===== src/rtl/frame_stats_pkg.sv =====
package frame_stats_pkg;
  // counter index map used by the register port
  localparam int NUM_BKT   = 6;
  localparam int IDX_GOOD  = 0;
  localparam int IDX_BCAST = 1;
  localparam int IDX_MCAST = 2;
  localparam int IDX_TXOCT = 3;
  localparam int IDX_NETOC = 4;
  localparam int IDX_BKT0  = 5;
  localparam int NUM_CNT   = IDX_BKT0 + NUM_BKT;
endpackage


===== src/rtl/stat_size_bucket.sv =====
module stat_size_bucket #(
  parameter int LEN_W = 16,
  parameter int NUM_B = 6
) (
  input  logic             valid,
  input  logic [LEN_W-1:0] len,
  input  logic [LEN_W-1:0] max_len,
  output logic [NUM_B-1:0] hit
);
  // bucket 0: exactly 64; bucket k: (32<<k)(+1 for k==1) .. (64<<k)-1; last: open top bounded by max_len
  for (genvar k = 0; k < NUM_B; k++) begin : g_bkt
    localparam int LO_I = (k == 0) ? 64 : ((32 << k) + ((k == 1) ? 1 : 0));
    localparam int HI_I = (k == 0) ? 64 : ((64 << k) - 1);
    localparam logic [LEN_W-1:0] LO = LEN_W'(LO_I);
    localparam logic [LEN_W-1:0] HI = LEN_W'(HI_I);
    logic in_lo, in_max, in_hi;
    assign in_lo  = (len >= LO);
    assign in_max = (len <= max_len);
    if (k == NUM_B - 1) begin : g_top
      assign in_hi = 1'b1;
    end else begin : g_mid
      assign in_hi = (len <= HI);
    end
    assign hit[k] = valid & in_lo & in_hi & in_max;
  end
endmodule


===== src/rtl/stat_sat_cnt.sv =====
module stat_sat_cnt #(
  parameter int W     = 32,
  parameter int INC_W = 17
) (
  input  logic             clk,
  input  logic             rst_n,
  input  logic [INC_W-1:0] inc,
  input  logic             sub_en,
  input  logic [W-1:0]     sub_val,
  output logic [W-1:0]     q
);
  localparam int EW = W + 2;
  localparam logic [EW-1:0] TOP = {2'b00, {W{1'b1}}};

  logic [EW-1:0] sum, sub_x, diff, nxt;

  always_comb begin
    sum   = {2'b00, q} + EW'(inc);
    sub_x = sub_en ? {2'b00, sub_val} : '0;
    diff  = (sum < sub_x) ? '0 : (sum - sub_x);
    nxt   = (diff > TOP) ? TOP : diff;
  end

  always_ff @(posedge clk) begin
    if (!rst_n) q <= '0;
    else        q <= nxt[W-1:0];
  end
endmodule


===== src/rtl/frame_stats_top.sv =====
module frame_stats_top
  import frame_stats_pkg::*;
#(
  parameter int LEN_W  = 16,
  parameter int CNT_W  = 32,
  parameter int MAC_W  = 48,
  parameter int ADDR_W = 4
) (
  input  logic              clk,
  input  logic              rst_n,
  input  logic [LEN_W-1:0]  max_len,
  input  logic              tx_valid,
  input  logic [LEN_W-1:0]  tx_len,
  input  logic              rx_valid,
  input  logic [LEN_W-1:0]  rx_len,
  input  logic              rx_good,
  input  logic [MAC_W-1:0]  rx_dst,
  input  logic [ADDR_W-1:0] reg_addr,
  input  logic              reg_wr,
  input  logic [CNT_W-1:0]  reg_wdata,
  output logic [CNT_W-1:0]  reg_rdata
);
  localparam int INC_W   = LEN_W + 1;
  localparam int GRP_BIT = MAC_W - 8;

  logic [NUM_BKT-1:0] tx_hit, rx_hit;
  logic rx_ok, rx_bc, rx_mc;
  logic [NUM_CNT-1:0][INC_W-1:0] inc;
  logic [NUM_CNT-1:0][CNT_W-1:0] cnt_q;

  stat_size_bucket #(.LEN_W(LEN_W), .NUM_B(NUM_BKT)) u_tx_bkt (
    .valid(tx_valid), .len(tx_len), .max_len(max_len), .hit(tx_hit)
  );
  stat_size_bucket #(.LEN_W(LEN_W), .NUM_B(NUM_BKT)) u_rx_bkt (
    .valid(rx_valid), .len(rx_len), .max_len(max_len), .hit(rx_hit)
  );

  // address class of good received frames
  assign rx_ok = rx_valid & rx_good;
  assign rx_bc = rx_ok & (&rx_dst);
  assign rx_mc = rx_ok & rx_dst[GRP_BIT] & ~(&rx_dst);

  always_comb begin
    logic [INC_W-1:0] tx_part, rx_part;
    tx_part = tx_valid ? INC_W'(tx_len) : '0;
    rx_part = rx_valid ? INC_W'(rx_len) : '0;
    inc            = '0;
    inc[IDX_GOOD]  = INC_W'(rx_ok);
    inc[IDX_BCAST] = INC_W'(rx_bc);
    inc[IDX_MCAST] = INC_W'(rx_mc);
    inc[IDX_TXOCT] = tx_part;
    inc[IDX_NETOC] = tx_part + rx_part;
    for (int k = 0; k < NUM_BKT; k++)
      inc[IDX_BKT0+k] = INC_W'(tx_hit[k]) + INC_W'(rx_hit[k]);
  end

  for (genvar i = 0; i < NUM_CNT; i++) begin : g_cnt
    logic sel;
    assign sel = reg_wr && (reg_addr == ADDR_W'(i));
    stat_sat_cnt #(.W(CNT_W), .INC_W(INC_W)) u_cnt (
      .clk(clk), .rst_n(rst_n), .inc(inc[i]),
      .sub_en(sel), .sub_val(reg_wdata), .q(cnt_q[i])
    );
  end

  always_comb begin
    reg_rdata = '0;
    for (int i = 0; i < NUM_CNT; i++)
      if (reg_addr == ADDR_W'(i)) reg_rdata = cnt_q[i];
  end
endmodule


===== config.mk =====
export PLATFORM = sky130hd
export DESIGN_NAME = frame_stats_top
export DESIGN_NICKNAME = d
export VERILOG_FILES = /design/src/rtl/frame_stats_pkg.sv /design/src/rtl/stat_size_bucket.sv /design/src/rtl/stat_sat_cnt.sv /design/src/rtl/frame_stats_top.sv
export SDC_FILE = /design/constraint.sdc
export NUM_CORES = 2
export LEC_CHECK = 0
export BUFFER_PORTS_ARGS = -buffer_cell sky130_fd_sc_hd__clkbuf_2
export CAP_MARGIN = 40
export CORE_UTILIZATION = 58
export DETAILED_ROUTE_END_ITERATION = 6
export PLACE_DENSITY = 0.78
export SETUP_SLACK_MARGIN = 0.3
export SYNTH_ARGS = -nofsm -noshare
export SYNTH_HDL_FRONTEND = slang
export SYNTH_SLANG_ARGS = --single-unit

===== constraint.sdc =====
create_clock -name clk -period 6.8 [get_ports clk]
set_clock_uncertainty 0.1 [all_clocks]
set_input_delay 0.34 -clock clk [delete_from_list [all_inputs] [get_ports clk]]
set_output_delay 0.34 -clock clk [all_outputs]
set_load 0.03 [all_outputs]

==> impl_metrics.env <==
export IMPL_outcome="finished with violations"
export IMPL_violations="DRC"
export IMPL_synthArstFlopShare_pct=0
export IMPL_timing_fmax_mhz=157
export IMPL_period_share_pct=93.7
export IMPL_grt_max_degree=76
export IMPL_ys_ff_latch=352
export IMPL_met2_wirelength_mm=63.7
export IMPL_start_kind="input port"
export IMPL_stdcell_count=6717
export IMPL_grt_pass1_vias=40200
export IMPL_hold_depth=3
export IMPL_clock_latency_ns=0.61
export IMPL_io_buffers=169
export IMPL_synth_yosys_warnings=0
export IMPL_rows=95
export IMPL_synth_top_area_share_pct=17.6
export IMPL_slew_limit_headroom_pct=32.3
export IMPL_netlist_area_um2=40000
export IMPL_dr_total_vias=43500
export IMPL_critical_path_slowest_cell="or3_4"
export IMPL_r2r_cells=28
export IMPL_min_to="g_cnt[8].u_cnt.q[30]$_SDFF_PN0_"
export IMPL_route_met3_wl_mm=21.8
export IMPL_endpoint_kind="flip-flop"
export IMPL_routabilityCongestion=1.07
export IMPL_finalHoldViolCount=0
export IMPL_final_area_um2=45700
export IMPL_htree_num_levels=2
export IMPL_grt_pass1_wl_mm=235
export IMPL_min_period_ns=6.37
export IMPL_die_w_um=265
export IMPL_viasPerCell=6.48
export IMPL_fp_coreArea_um2=67600
export IMPL_drt_met1_wl_mm=62.7
export IMPL_required_ns=7.17
export IMPL_placed_cell_area_um2=43600
export IMPL_final_nets=6401
export IMPL_cp_max_fo=8
export IMPL_drive_gt1_share_pct=12.8
export IMPL_antenna_found_initial=10
export IMPL_wl_per_cell_um=23.5
export IMPL_dp_hpwl_mm=117
export IMPL_clk_pin_slew_ns=0.06
export IMPL_drt_first_pass_iters=7
export IMPL_fill_cells=5928
export IMPL_synth_area_leader_cell="dfxtp_1"
export IMPL_drt_iter0_drc=5216
export IMPL_place_inst=6607
export IMPL_die_area_um2=70000
export IMPL_irDropWorstVdd_uv=322
export IMPL_cts_root_buf="clkbuf_16"
export IMPL_area_delta_synth_final_pct=14.3
export IMPL_yosysSeqAreaShare_pct=17.6
export IMPL_start_util_pct=59.1
export IMPL_drc=4
export IMPL_tns_ns=0
export IMPL_regMostFlops="g_cnt.u_cnt.q"
export IMPL_syn_instance_count=5483
export IMPL_clkSinkCount=352
export IMPL_synth_ff_type="dfxtp_1"
export IMPL_regToRegEndpoint="g_cnt[4].u_cnt.q[2]$_SDFF_PN0_"
export IMPL_ant_nets=0
export IMPL_rsz0062_at_grt="no"
export IMPL_r2r_start="g_cnt[4].u_cnt.q[1]$_SDFF_PN0_"
export IMPL_worst_hold_path_type="in -> reg"
export IMPL_cts_made_buffers=45
export IMPL_r2r_setup_slack_ns=0.58
export IMPL_arrival_ns=6.74
export IMPL_crit_type="in -> reg"
export IMPL_max_cap_violations=0
export IMPL_fp_dieH_um=265
export IMPL_setup_slack_ns=0.429
export IMPL_place_ws_ns=-0.245
export IMPL_wl_mm=158
export IMPL_syn_num_nets=6084
export IMPL_avgSynthCellArea_um2=7.29
export IMPL_setup_viol=0
export IMPL_yosysUniqueCellTypes=104
export IMPL_top_layer_used="met5"
export IMPL_largest_reg_flops=352
export IMPL_powerDensity_nw_per_um2=532
export IMPL_cts_path_max_buffers=3
export IMPL_synth_area_leaders="dfxtp_1 (18%), ha_1 (13%), xnor2_1 (8.7%), nand2_1 (8.1%), a21oi_1 (6.7%)"
export IMPL_crit_path_max_incr_delay_ns=0.45
export IMPL_tightest_slew_ns=1.02
export IMPL_tritoncts="yes"
export IMPL_multi_input_area_um2=31500
export IMPL_hp_start="rst_n"
export IMPL_io_pins=170
export IMPL_synth_edf_count=0
export IMPL_critical_path_most_common_cell="o21a_1"
export IMPL_p_leak_nw=20.4
export IMPL_overflow=0
export IMPL_largestRegisters="g_cnt.u_cnt.q (352)"
export IMPL_finalMaxSlewViolations=0
export IMPL_regArea_um2=7050
export IMPL_grt_usage_pct=43.4
-- timing repair --
item	4_1_cts	5_1_grt
resized for setup	1	80
hold buffers	0	0
pin swaps	0	23
gates cloned	0	7
setup endpoints to repair	24	192
endpoints found under the hold margin	0	0
buffers inserted	0	12
-- kinds of logic (layout without fill, tap and decap cells) --
| kind of cell | after synthesis | in the layout | synth area share (%) |
|---|---|---|---|
| AO/OA/AOI/OAI | 1596 | 1596 | 25.6 |
| flip-flops | 352 | 352 | 17.6 |
| adder cells (fa/ha/maj) | 463 | 463 | 15.1 |
| XOR/XNOR | 625 | 625 | 13.7 |
| multiplexers | 12 | 12 | 0.416 |
| AND/OR/NAND/NOR | 1985 | 1985 | 22.9 |
| buffers and inverters | 450 | 799 | 4.63 |
| other | 0 | 12 | 0 |
-- final cells by class --
type	instances	area share, %
Inverter	211	1.77
Antenna cell	12	0.0657
Sequential cell	352	15.4
Clock buffer	59	2.78
Multi-Input combinational cell	4681	68.9
Timing Repair Buffer	509	8.19
Tap cell	873	2.39
Clock inverter	20	0.441
-- how the worst max path moves through the flow --
stage,start,end,cells past startpoint
finish,max_len[1],g_cnt[7].u_cnt.q[20]$_SDFF_PN0_,36
global route,max_len[3],g_cnt[7].u_cnt.q[20]$_SDFF_PN0_,37
CTS,max_len[2],g_cnt[7].u_cnt.q[13]$_SDFF_PN0_,35
detailed placement,max_len[2],g_cnt[7].u_cnt.q[23]$_SDFF_PN0_,35
global placement,max_len[2],g_cnt[7].u_cnt.q[2]$_SDFF_PN0_,35
floorplan,max_len[2],g_cnt[7].u_cnt.q[23]$_SDFF_PN0_,33
-- where the power goes --
group,switching (mW),leakage (nW),internal (mW)
clock network,1.06,0.716,1.39
registers,1.20,2.92,2.94
logic,9.89,16.7,7.85
total,12.2,20.4,12.2
-- synth_stat cells, types with 35 or more instances --
cell and count:
o21bai_1 44, a211oi_1 48, o21ai_0 315, nand2b_1 74
ha_1 428, and2_1 46, xor2_1 228, nand2_1 864
dfxtp_1 352, and3_1 113, xnor2_1 397, o21a_1 52
nor2b_1 52, a31oi_1 57, nand3_1 186, nor3_1 55
a22oi_1 48, a21oi_1 532, clkbuf_1 190, inv_1 208
nor2_1 385, fa_1 35, a21o_1 222, nand4_1 99
-- through the flow --
step	hold slack [ns]	power [mW]	util (%)
2_1_floorplan	0.514	16.1	-
3_3_place_gp	0.704	20.5	64.4
3_5_place_dp	0.703	20.7	64.5
4_1_cts	0.164	23.3	66.7
5_1_grt	0.206	26.0	67.5
6_report	0.224	24.3	67.6
-- placed cells by master (no fill, tap or decap), drive strengths merged, types with 48 or more instances in the layout --
cell    netlist  final
nand2       864    864
buf          43    336
xor2        228    228
inv         209    211
o21ai       349    349
a21oi       533    533
a211oi       51     51
and3        115    115
a21o        222    222
dfxtp       352    352
nor2        386    386
nand2b       74     74
xnor2       397    397
nor3         59     59
nand3       186    186
nor2b        52     52
a31oi        58     58
ha          428    428
a22oi        48     48
clkbuf      196    232
o21a         54     54
nand4       100    100
-- worst max-delay path: cells and delay by family --
family | cells | cell delay [ns]
AND/OR/NAND/NOR | 13 | 2.57
AO/OA/AOI/OAI | 12 | 1.99
adder cells (fa/ha/maj) | 4 | 0.93
buffers and inverters | 6 | 0.74
XOR/XNOR | 1 | 0.14
-- metal layers --
metal  up-vias  track usage [%]
met5         -                0
met4        12             23.4
met3       457             13.6
met2      2419             63.0
met1     20500             57.1
li1      20200                -
Note: power is estimated with default switching activity, not from simulation.
